### config.mk
export PLATFORM = sky130hd
export DESIGN_NAME = pipe_ctrl_fsm
export DESIGN_NICKNAME = d
export VERILOG_FILES = /design/src/rtl/pseq_pkg.sv /design/src/rtl/pseq_event_arb.sv /design/src/rtl/pseq_next_state.sv /design/src/rtl/pseq_out_dec.sv /design/src/rtl/pipe_ctrl_fsm.sv
export SDC_FILE = /design/constraint.sdc
export NUM_CORES = 1
export LEC_CHECK = 0
export ABC_AREA = 1
export BUFFER_PORTS_ARGS = -buffer_cell sky130_fd_sc_hd__buf_2
export CAP_MARGIN = 20
export CORE_AREA = 2 2 45 47
export CTS_BUF_LIST = sky130_fd_sc_hd__clkbuf_4 sky130_fd_sc_hd__clkbuf_8
export DETAILED_ROUTE_END_ITERATION = 16
export DIE_AREA = 0 0 47 49
export HOLD_SLACK_MARGIN = 0.12
export PLACE_DENSITY_LB_ADDON = 0.05
export SYNTH_ARGS = -nofsm -noshare
export SYNTH_HDL_FRONTEND = slang
export SYNTH_SLANG_ARGS = --single-unit
### constraint.sdc
create_clock -name clk_i -period 3.48 [get_ports clk_i]
set_input_delay 0.348 -clock clk_i [delete_from_list [all_inputs] [get_ports clk_i]]
set_output_delay 0.348 -clock clk_i [all_outputs]
set_load 0.01 [all_outputs]
### src/rtl/pseq_pkg.sv
package pseq_pkg;

  localparam int unsigned StW  = 4;
  localparam int unsigned SelW = 3;

  typedef enum logic [StW-1:0] {
    ST_RESET    = StW'(0),
    ST_BOOT     = StW'(1),
    ST_FIRST    = StW'(2),
    ST_DECODE   = StW'(3),
    ST_IRQ      = StW'(4),
    ST_DBG_IF   = StW'(5),
    ST_DBG_ID   = StW'(6),
    ST_FLUSH    = StW'(7),
    ST_WAIT_SLP = StW'(8),
    ST_SLEEP    = StW'(9)
  } ctl_state_e;

  typedef enum logic [SelW-1:0] {
    PCS_BOOT = SelW'(0),
    PCS_TRAP = SelW'(1),
    PCS_IRQ  = SelW'(2),
    PCS_NMI  = SelW'(3),
    PCS_MEPC = SelW'(4),
    PCS_DEPC = SelW'(5),
    PCS_DBG  = SelW'(6)
  } pc_sel_e;

  typedef enum logic [2:0] {
    FC_NONE,
    FC_EXC,
    FC_MRET,
    FC_DRET,
    FC_WFI,
    FC_TRIG,
    FC_EBRK_DBG
  } flush_cause_e;

  typedef enum logic [2:0] {
    EV_NONE,
    EV_ADVANCE,
    EV_DBG,
    EV_FLUSH,
    EV_NMI,
    EV_IRQ
  } ctl_event_e;

endpackage

### src/rtl/pseq_event_arb.sv
module pseq_event_arb
  import pseq_pkg::*;
(
  input  logic         in_decode_i,
  input  logic         instr_valid_i,
  input  logic         instr_stall_i,
  input  logic         mem_busy_i,
  input  logic         dbg_mode_i,
  input  logic         dbg_req_i,
  input  logic         dbg_step_i,
  input  logic         trig_match_i,
  input  logic         exc_i,
  input  logic         ecall_i,
  input  logic         ebreak_i,
  input  logic         ebreak_to_dbg_i,
  input  logic         mret_i,
  input  logic         dret_i,
  input  logic         wfi_i,
  input  logic         nmi_i,
  input  logic         irq_pending_i,
  input  logic         irq_enable_i,
  output ctl_event_e   evt_o,
  output flush_cause_e cause_o
);

  logic hold;
  logic dec_instr;

  // An outstanding memory access or a stalled instruction blocks every event.
  assign hold      = mem_busy_i | (instr_valid_i & instr_stall_i);
  assign dec_instr = in_decode_i & instr_valid_i;

  // Flush cause of the decoded instruction; a trigger precedes execution.
  always_comb begin
    cause_o = FC_NONE;
    if (trig_match_i && !dbg_mode_i)          cause_o = FC_TRIG;
    else if (exc_i)                           cause_o = FC_EXC;
    else if (ecall_i)                         cause_o = FC_EXC;
    else if (ebreak_i && ebreak_to_dbg_i)     cause_o = FC_EBRK_DBG;
    else if (ebreak_i)                        cause_o = FC_EXC;
    else if (mret_i)                          cause_o = FC_MRET;
    else if (dret_i)                          cause_o = FC_DRET;
    else if (wfi_i)                           cause_o = FC_WFI;
  end

  // Event priority: debug, flush, step stop, NMI, maskable interrupt.
  always_comb begin
    evt_o = EV_NONE;
    if (hold)                                          evt_o = EV_NONE;
    else if (dbg_req_i && !dbg_mode_i)                 evt_o = EV_DBG;
    else if (dec_instr && cause_o != FC_NONE)          evt_o = EV_FLUSH;
    else if (dec_instr && dbg_step_i && !dbg_mode_i)   evt_o = EV_DBG;
    else if (nmi_i && !dbg_mode_i)                     evt_o = EV_NMI;
    else if (irq_pending_i && irq_enable_i && !dbg_mode_i) evt_o = EV_IRQ;
    else if (instr_valid_i && !in_decode_i)            evt_o = EV_ADVANCE;
  end

endmodule

### src/rtl/pseq_next_state.sv
module pseq_next_state
  import pseq_pkg::*;
(
  input  ctl_state_e   st_i,
  input  ctl_event_e   evt_i,
  input  flush_cause_e cause_q_i,
  input  logic         dbg_mode_i,
  input  logic         dbg_step_i,
  input  logic         wake_i,
  output ctl_state_e   st_o
);

  always_comb begin
    st_o = st_i;
    case (st_i)
      ST_RESET: st_o = ST_BOOT;
      ST_BOOT:  st_o = ST_FIRST;
      ST_FIRST, ST_DECODE: begin
        case (evt_i)
          EV_DBG:     st_o = ST_DBG_IF;
          EV_FLUSH:   st_o = ST_FLUSH;
          EV_NMI,
          EV_IRQ:     st_o = ST_IRQ;
          EV_ADVANCE: st_o = ST_DECODE;
          default:    st_o = st_i;
        endcase
      end
      ST_FLUSH: begin
        case (cause_q_i)
          FC_TRIG,
          FC_EBRK_DBG: st_o = ST_DBG_ID;
          FC_WFI:      st_o = dbg_mode_i ? ST_DECODE : ST_WAIT_SLP;
          default:     st_o = (dbg_step_i && !dbg_mode_i) ? ST_DBG_IF : ST_DECODE;
        endcase
      end
      ST_IRQ, ST_DBG_IF, ST_DBG_ID: st_o = ST_DECODE;
      ST_WAIT_SLP: st_o = ST_SLEEP;
      ST_SLEEP:    st_o = wake_i ? ST_FIRST : ST_SLEEP;
      default:     st_o = ST_RESET;
    endcase
  end

endmodule

### src/rtl/pseq_out_dec.sv
module pseq_out_dec
  import pseq_pkg::*;
(
  input  ctl_state_e      st_i,
  input  flush_cause_e    cause_q_i,
  input  logic            nmi_q_i,
  output logic            pc_set_o,
  output logic [SelW-1:0] pc_sel_o,
  output logic            halt_if_o,
  output logic            flush_if_o,
  output logic            flush_id_o,
  output logic            csr_save_o,
  output logic            csr_mret_o,
  output logic            csr_dret_o,
  output logic            dbg_save_o,
  output logic            dpc_from_id_o,
  output logic            sleeping_o
);

  always_comb begin
    pc_set_o      = 1'b0;
    pc_sel_o      = PCS_BOOT;
    halt_if_o     = 1'b0;
    flush_if_o    = 1'b0;
    flush_id_o    = 1'b0;
    csr_save_o    = 1'b0;
    csr_mret_o    = 1'b0;
    csr_dret_o    = 1'b0;
    dbg_save_o    = 1'b0;
    dpc_from_id_o = 1'b0;
    sleeping_o    = 1'b0;
    case (st_i)
      ST_RESET: halt_if_o = 1'b1;
      ST_BOOT: begin
        pc_set_o = 1'b1;
        pc_sel_o = PCS_BOOT;
      end
      ST_IRQ: begin
        pc_set_o   = 1'b1;
        pc_sel_o   = nmi_q_i ? PCS_NMI : PCS_IRQ;
        flush_if_o = 1'b1;
        flush_id_o = 1'b1;
        csr_save_o = 1'b1;
      end
      ST_DBG_IF, ST_DBG_ID: begin
        pc_set_o      = 1'b1;
        pc_sel_o      = PCS_DBG;
        flush_if_o    = 1'b1;
        flush_id_o    = 1'b1;
        dbg_save_o    = 1'b1;
        dpc_from_id_o = (st_i == ST_DBG_ID);
      end
      ST_FLUSH: begin
        flush_if_o = 1'b1;
        flush_id_o = 1'b1;
        case (cause_q_i)
          FC_EXC: begin
            pc_set_o   = 1'b1;
            pc_sel_o   = PCS_TRAP;
            csr_save_o = 1'b1;
          end
          FC_MRET: begin
            pc_set_o   = 1'b1;
            pc_sel_o   = PCS_MEPC;
            csr_mret_o = 1'b1;
          end
          FC_DRET: begin
            pc_set_o   = 1'b1;
            pc_sel_o   = PCS_DEPC;
            csr_dret_o = 1'b1;
          end
          default: ;
        endcase
      end
      ST_WAIT_SLP: halt_if_o = 1'b1;
      ST_SLEEP: begin
        halt_if_o  = 1'b1;
        sleeping_o = 1'b1;
      end
      default: ;
    endcase
  end

endmodule

### src/rtl/pipe_ctrl_fsm.sv
module pipe_ctrl_fsm
  import pseq_pkg::*;
(
  input  logic                clk_i,
  input  logic                rst_ni,
  input  logic                instr_valid_i,
  input  logic                instr_stall_i,
  input  logic                mem_busy_i,
  input  logic                exc_i,
  input  logic                ecall_i,
  input  logic                ebreak_i,
  input  logic                ebreak_to_dbg_i,
  input  logic                mret_i,
  input  logic                dret_i,
  input  logic                wfi_i,
  input  logic                irq_pending_i,
  input  logic                irq_enable_i,
  input  logic                nmi_i,
  input  logic                dbg_req_i,
  input  logic                dbg_step_i,
  input  logic                trig_match_i,
  output logic [StW-1:0]      ctrl_state_o,
  output logic                pc_set_o,
  output logic [SelW-1:0]     pc_sel_o,
  output logic                halt_if_o,
  output logic                flush_if_o,
  output logic                flush_id_o,
  output logic                csr_save_o,
  output logic                csr_mret_o,
  output logic                csr_dret_o,
  output logic                dbg_save_o,
  output logic                dpc_from_id_o,
  output logic                debug_mode_o,
  output logic                sleeping_o
);

  ctl_state_e   st_q, st_d;
  ctl_event_e   evt;
  flush_cause_e cause, cause_q;
  logic         nmi_q;
  logic         dbg_mode_q, dbg_mode_d;
  logic         in_window, in_decode;
  logic         cause_en, irq_en, wake;

  assign in_decode = (st_q == ST_DECODE);
  assign in_window = in_decode | (st_q == ST_FIRST);
  assign wake      = irq_pending_i | nmi_i | dbg_req_i;

  pseq_event_arb u_arb (
    .in_decode_i     (in_decode),
    .instr_valid_i   (instr_valid_i),
    .instr_stall_i   (instr_stall_i),
    .mem_busy_i      (mem_busy_i),
    .dbg_mode_i      (dbg_mode_q),
    .dbg_req_i       (dbg_req_i),
    .dbg_step_i      (dbg_step_i),
    .trig_match_i    (trig_match_i),
    .exc_i           (exc_i),
    .ecall_i         (ecall_i),
    .ebreak_i        (ebreak_i),
    .ebreak_to_dbg_i (ebreak_to_dbg_i),
    .mret_i          (mret_i),
    .dret_i          (dret_i),
    .wfi_i           (wfi_i),
    .nmi_i           (nmi_i),
    .irq_pending_i   (irq_pending_i),
    .irq_enable_i    (irq_enable_i),
    .evt_o           (evt),
    .cause_o         (cause)
  );

  pseq_next_state u_next (
    .st_i       (st_q),
    .evt_i      (evt),
    .cause_q_i  (cause_q),
    .dbg_mode_i (dbg_mode_q),
    .dbg_step_i (dbg_step_i),
    .wake_i     (wake),
    .st_o       (st_d)
  );

  // Debug mode: entered through either debug entry state, left by a DRET flush.
  always_comb begin
    dbg_mode_d = dbg_mode_q;
    if (st_q == ST_DBG_IF || st_q == ST_DBG_ID)        dbg_mode_d = 1'b1;
    else if (st_q == ST_FLUSH && cause_q == FC_DRET)   dbg_mode_d = 1'b0;
  end

  assign cause_en = in_window & (evt == EV_FLUSH);
  assign irq_en   = in_window & ((evt == EV_NMI) | (evt == EV_IRQ));

  always_ff @(posedge clk_i or negedge rst_ni) begin
    if (!rst_ni) begin
      st_q       <= ST_RESET;
      dbg_mode_q <= 1'b0;
    end else begin
      st_q       <= st_d;
      dbg_mode_q <= dbg_mode_d;
    end
  end

  always_ff @(posedge clk_i or negedge rst_ni) begin
    if (!rst_ni) begin
      cause_q <= FC_NONE;
    end else if (cause_en) begin
      cause_q <= cause;
    end
  end

  always_ff @(posedge clk_i or negedge rst_ni) begin
    if (!rst_ni) begin
      nmi_q <= 1'b0;
    end else if (irq_en) begin
      nmi_q <= (evt == EV_NMI);
    end
  end

  pseq_out_dec u_out (
    .st_i          (st_q),
    .cause_q_i     (cause_q),
    .nmi_q_i       (nmi_q),
    .pc_set_o      (pc_set_o),
    .pc_sel_o      (pc_sel_o),
    .halt_if_o     (halt_if_o),
    .flush_if_o    (flush_if_o),
    .flush_id_o    (flush_id_o),
    .csr_save_o    (csr_save_o),
    .csr_mret_o    (csr_mret_o),
    .csr_dret_o    (csr_dret_o),
    .dbg_save_o    (dbg_save_o),
    .dpc_from_id_o (dpc_from_id_o),
    .sleeping_o    (sleeping_o)
  );

  assign ctrl_state_o = st_q;
  assign debug_mode_o = dbg_mode_q;

  p_boot_after_reset_r1: assert property (@(posedge clk_i) disable iff (!rst_ni)
    st_q == ST_RESET |=> st_q == ST_BOOT);

  p_mem_hold_r3: assert property (@(posedge clk_i) disable iff (!rst_ni)
    (st_q == ST_DECODE && mem_busy_i) |=> st_q == ST_DECODE);

  p_flush_single_r5: assert property (@(posedge clk_i) disable iff (!rst_ni)
    st_q == ST_FLUSH |=> st_q != ST_FLUSH);

  p_flush_redirect_r6: assert property (@(posedge clk_i) disable iff (!rst_ni)
    (st_q == ST_FLUSH && pc_set_o) |-> (csr_save_o || csr_mret_o || csr_dret_o));

  p_dbg_mode_quiet_r9: assert property (@(posedge clk_i) disable iff (!rst_ni)
    (st_q == ST_DECODE && dbg_mode_q) |=> (st_q != ST_IRQ && st_q != ST_DBG_IF));

  p_wait_to_sleep_r10: assert property (@(posedge clk_i) disable iff (!rst_ni)
    st_q == ST_WAIT_SLP |=> st_q == ST_SLEEP);

  p_sleep_wake_r11: assert property (@(posedge clk_i) disable iff (!rst_ni)
    (st_q == ST_SLEEP && (irq_pending_i || nmi_i || dbg_req_i)) |=> st_q == ST_FIRST);

endmodule

# Yosys cells after proc, flatten, opt, wreduce, memory -nomap -nowiden
# Cells that the tools add are included.
dict set report totals {
  inputBits 18
  register_bits 9
  output_inout_bits 18
}
dict set report op_classes {
  n_bitwise 9
  n_eq_ne 21
  reduce_logical 27
  n_mux 39
}
# cell n
set ops {}
lappend ops {{two-way mux 3 bit} 15}
lappend ops {{one-hot mux 4 bit (7 select lines)} 1}
lappend ops {{one-hot mux 3 bit (3 select lines)} 2}
lappend ops {{== test 4 x 3 -> 1 bit, second input constant} 4}
lappend ops {{one-hot mux 4 bit (4 select lines)} 1}
lappend ops {{== test 3 bit, second input constant} 5}
lappend ops {{two-way mux 1 bit} 15}
lappend ops {{== test 3 x 2 -> 1 bit, second input constant} 4}
lappend ops {{logical AND 1 bit} 12}
lappend ops {{OR reduction 3 bit} 3}
lappend ops {{== test 4 x 2 -> 1 bit, second input constant} 2}
lappend ops {{== test 4 bit, second input constant} 2}
lappend ops {{two-way mux 4 bit} 2}
lappend ops {{one-hot mux 4 bit (2 select lines)} 1}
lappend ops {{OR reduction 2 bit} 4}
lappend ops {{OR reduction 4 bit} 2}
lappend ops {{== test 3 x 1 -> 1 bit, second input constant} 2}
lappend ops {{!= test 5 x 2 -> 1 bit, second input constant} 1}
lappend ops {{bitwise OR 1 bit} 5}
lappend ops {{bitwise AND 1 bit} 4}
lappend ops {{== test 4 x 1 -> 1 bit, second input constant} 1}
lappend ops {{zero test 4 bit} 1}
lappend ops {{one-hot mux 1 bit (2 select lines)} 2}
lappend ops {{nonzero test 3 bit} 1}
lappend ops {{3 further kinds} 4}

# Depth between registers and ports, before layout
dict set report depth {
  ltp_word 17
  depth_mapped 12
  ltp_nobuf 12
}

# Modules after synthesis
# A second synthesis with hierarchy kept.
dict set report hier_totals {
  hier_cells 179
  area_unflattened_um2 1022.2
}
# mod cells_per_inst instances area_per_inst_um2 seq_area_each_um2
set by_module_without_submodules {}
lappend by_module_without_submodules {pipe_ctrl_fsm 43 1 387.9 225.2}
lappend by_module_without_submodules {pseq_next_state 60 1 261.5 0.0}
lappend by_module_without_submodules {pseq_event_arb 38 1 188.9 0.0}
lappend by_module_without_submodules {pseq_out_dec 38 1 183.9 0.0}

# Worst setup path before layout
# OpenSTA, ideal clock, no wires.
dict set report synth_path {
  path_kind {reg-to-output}
  start {reg st_q[2], in the netlist ctrl_state_o[2]}
  end {out pc_sel_o[0]}
  stages_incl_launch_ff 8
  t_arrival_ns 1.388
  slack_ns 1.744
  required_time_ns 3.132
  path_cell_list {dfrtp_1 > inv_1 > nor2_4 > inv_2 > nor2_1 > inv_1 > nor3_2 > nand3b_1}
}
dict set report synth_between {
  elab_chain_cells 3
}
# item line_no
set synth_rtl {}
lappend synth_rtl {{start, declared} pipe_ctrl_fsm.sv:37} ;# ctl_state_e st_q, st_d;
lappend synth_rtl {{start signal, assigned} pipe_ctrl_fsm.sv:97} ;# st_q <= st_d;
lappend synth_rtl {{== test 4 x 3 -> 1 bit} pseq_out_dec.sv:32} ;# case (st_i)
lappend synth_rtl {{OR reduction 2 bit} pseq_out_dec.sv:32}
lappend synth_rtl {{one-hot mux 3 bit (3 select lines) (*)} pseq_out_dec.sv:32}
lappend synth_rtl {{end, declared} pipe_ctrl_fsm.sv:24} ;# output logic [SelW-1:0] pc_sel_o,
# Every way passes the cells marked *; elsewhere a longest branch is shown, timed or not.

# Final worst setup path
# Same ends and word-level chain as after synthesis.

==> key figures <==
Run status
  – Status: finished clean

Timing
  – Final Hold Fails: 0
  – Max-slew violation count: 0
  – Relative max-transition margin: 76.5%
  – RSZ-0062 raised after global routing: no
  – Fmax: 493 MHz
  – Final setup fails: 0
  – Final setup TNS: 0 ps
  – Fin crit period: 2030 ps
  – Worst-Margin Slew: between 300 and 400 ps
  – Period utilization: 58.3%
  – Skew final: 7.18 ps

Drt
  – Final WL: 2.17 mm
  – Iteration-0 DRC Markers: 30
  – Via density per instance: slightly below 5
  – DRC viols: 0
  – Routed Antenna Nets: 0
  – DR WL/cell: 10.7 um
  – Vias: 997
  – Pre-antenna DRT Iters: 4

Layout
  – Diodes inserted: 0
  – Area Growth Syn to Fin: 26.7%
  – Share of cells above drive strength 1: a little over a third
  – Leading cell types in the layout, fill and taps excluded: buf_2 (35), nand2_1 (30), inv_1 (20)
  – Final instance area: 1140 um2
  – Most common cell after layout, fill and taps aside: buf_2
  – Final #Nets: about 190

Setup path
  – Critical path class: reg -> out
  – R2R Path End: cause_q[1]
  – CP Max Fanout: 7
  – R2R depth: 8
  – Crit path capture: pc_sel_o[0]
  – R2R Setup Slk: 1940 ps
  – WP data arrival: 1680 ps
  – Worst setup EP type: output port
  – CP required: 3130 ps
  – R2r startpoint: ctrl_state_o[3]
  – Startpoint Class: register
  – Worst Setup SP: ctrl_state_o[2]

Die
  – Full die area: about 2300 um2
  – Core Region: 1840 um2
  – Io pins: 36
  – # rows: 16
  – Die Width: 47 um
  – Overall die height: about 49 um
  – Initial Utilization: approximately 49%

Pwr
  – VDD IR max: 296 uV
  – Pwr dens: 688 nW/um2
  – Leak: roughly 0.00064 uW

GRT
  – Met3 Use GR: 2.22%
  – GRT Util Overall: 21.4%
  – Largest net degree at the start of global routing: 10
  – Grt ovf: 0
  – GRT met2 Usage: 34.9%
  – Vias in the first global route: 892
  – First-pass GRT wire length: 3.57 mm
  – Met1 Use GR: 25.9%
  – Initial antenna violation count: 0
  – Most Crowded Layer GR: met2

Place
  – RePlAce Congestion: around 0.9
  – IO buf count: 35
  – Final HPWL DP: about 1.9 mm
  – Cell Area, Placed: 1100 um2

Yosys
  – Top area cells in the synthesized netlist: dfrtp_1 (25%), nand2_1 (12%), inv_1 (8.3%)
  – Cell taking the most area after synthesis: dfrtp_1
  – Netlist cell types: 27
  – Post-Syn Instances: 136
  – EDFF count, synth: 0
  – Area share of the largest cell type after synthesis: approximately a quarter
  – Sequential area share after synthesis: 24.9%
  – Ys async rst share: 100%
  – Top_reg_cell synth: dfrtp_1
  – Mapped cell area: about 900 um2
  – Yosys warnings: 0
  – Mean Syn Cell Area: 6.64 um2
  – Post-synthesis net count: 154
  – #FFs+latches synth: 9

Clock network
  – CTS tree: built
  – Clock-pin slew on the worst setup and hold paths: 70 ps
  – Cts hold-fix bufs: 1
  – Post-CTS Setup Inserts: 0
  – # clock sinks: 9
  – Clock root cell: clkbuf_4
  – H-tree level count: 1
  – Post-CTS sizing: 0
  – Clk buf depth: 2
  – Clk Latency, worst-skew pair: 270 ps
  – CTS Buf Count: 3

Min path
  – Hold Path Class: in -> reg

Run
  – # Max-Cap Violations: 0
[layer usage]
metal | part of all wire (%) | up-vias
li1 | - | 510
met1 | 44 | 429
met2 | 46 | 51
met3 | 6.6 | 7
met4 | 3.1 | 0
met5 | 0 | -
[registers in the layout, indices dropped and copies added, names as in the netlist]
register,flops
ctrl_state_o,4
debug_mode_o,1
nmi_q,1
cause_q,3
[report_power, final]
group	switching [uW]	internal, uW
clock network	40.0	52.1
registers	48.1	144
logic	319	184
total	407	380
[kinds of logic (layout without fill, tap and decap cells)]
family / after synthesis / count (layout) / share of synthesized area (%)
AOI/OAI and AO/OA: 24 / 24 / 15.0
DFF: 9 / 9 / 24.9
buffers and inverters: 24 / 63 / 10.4
and+or+nand+nor: 79 / 79 / 49.7
[worst min-delay path by stage]
stage,from,end,slack (ps),depth (start not counted)
after detailed placement,rst_ni,cause_q[0],220,1
after global routing,mret_i,cause_q[0],430,4
after CTS,mret_i,cause_q[0],380,4
after global placement,rst_ni,cause_q[0],210,1
after floorplan,rst_ni,cause_q[0],50,0
final,mret_i,cause_q[0],380,4
[cell type report]
cell class                      count  area [um2]
Tap cell                           27        33.8
Timing Repair Buffer               36         185
Sequential cell                     9         225
Clock buffer                        4        30.0
Multi-Input combinational cell    103         584
Fill cell                         205         697
Inverter                           23        86.3
[cell usage after synthesis (all sizes together), types with 2 or more instances]
cell   number
a21oi       7
dfrtp       9
inv        22
nand2      38
nand3       8
nor2       26
nor3        5
o21ai      12
o31ai       2
[stage by stage]
stage / hold WS [ps] / util (%) / total power, uW / cells / worst slack [ps]
floorplan: 52.4 / - / 561 / 136 / 1740
global placement: 209 / 60.0 / 690 / 197 / 1800
detailed placement: 215 / 60.0 / 696 / 197 / 1730
CTS: 377 / 62.2 / 790 / 202 / 1440
global route: 431 / 62.2 / 867 / 202 / 1300
finish: 380 / 62.2 / 787 / 202 / 1450
[critical path, cell delays in order, from the launching register on]
cell and delay (ps):
dfrtp_1 380, inv_1 100, nor2_4 160, inv_2 60, nor2_1 170, inv_1 140, nor3_2 150, nand3b_1 120
buf_2 130
No activity file was read; power rests on OpenSTA's default activity.
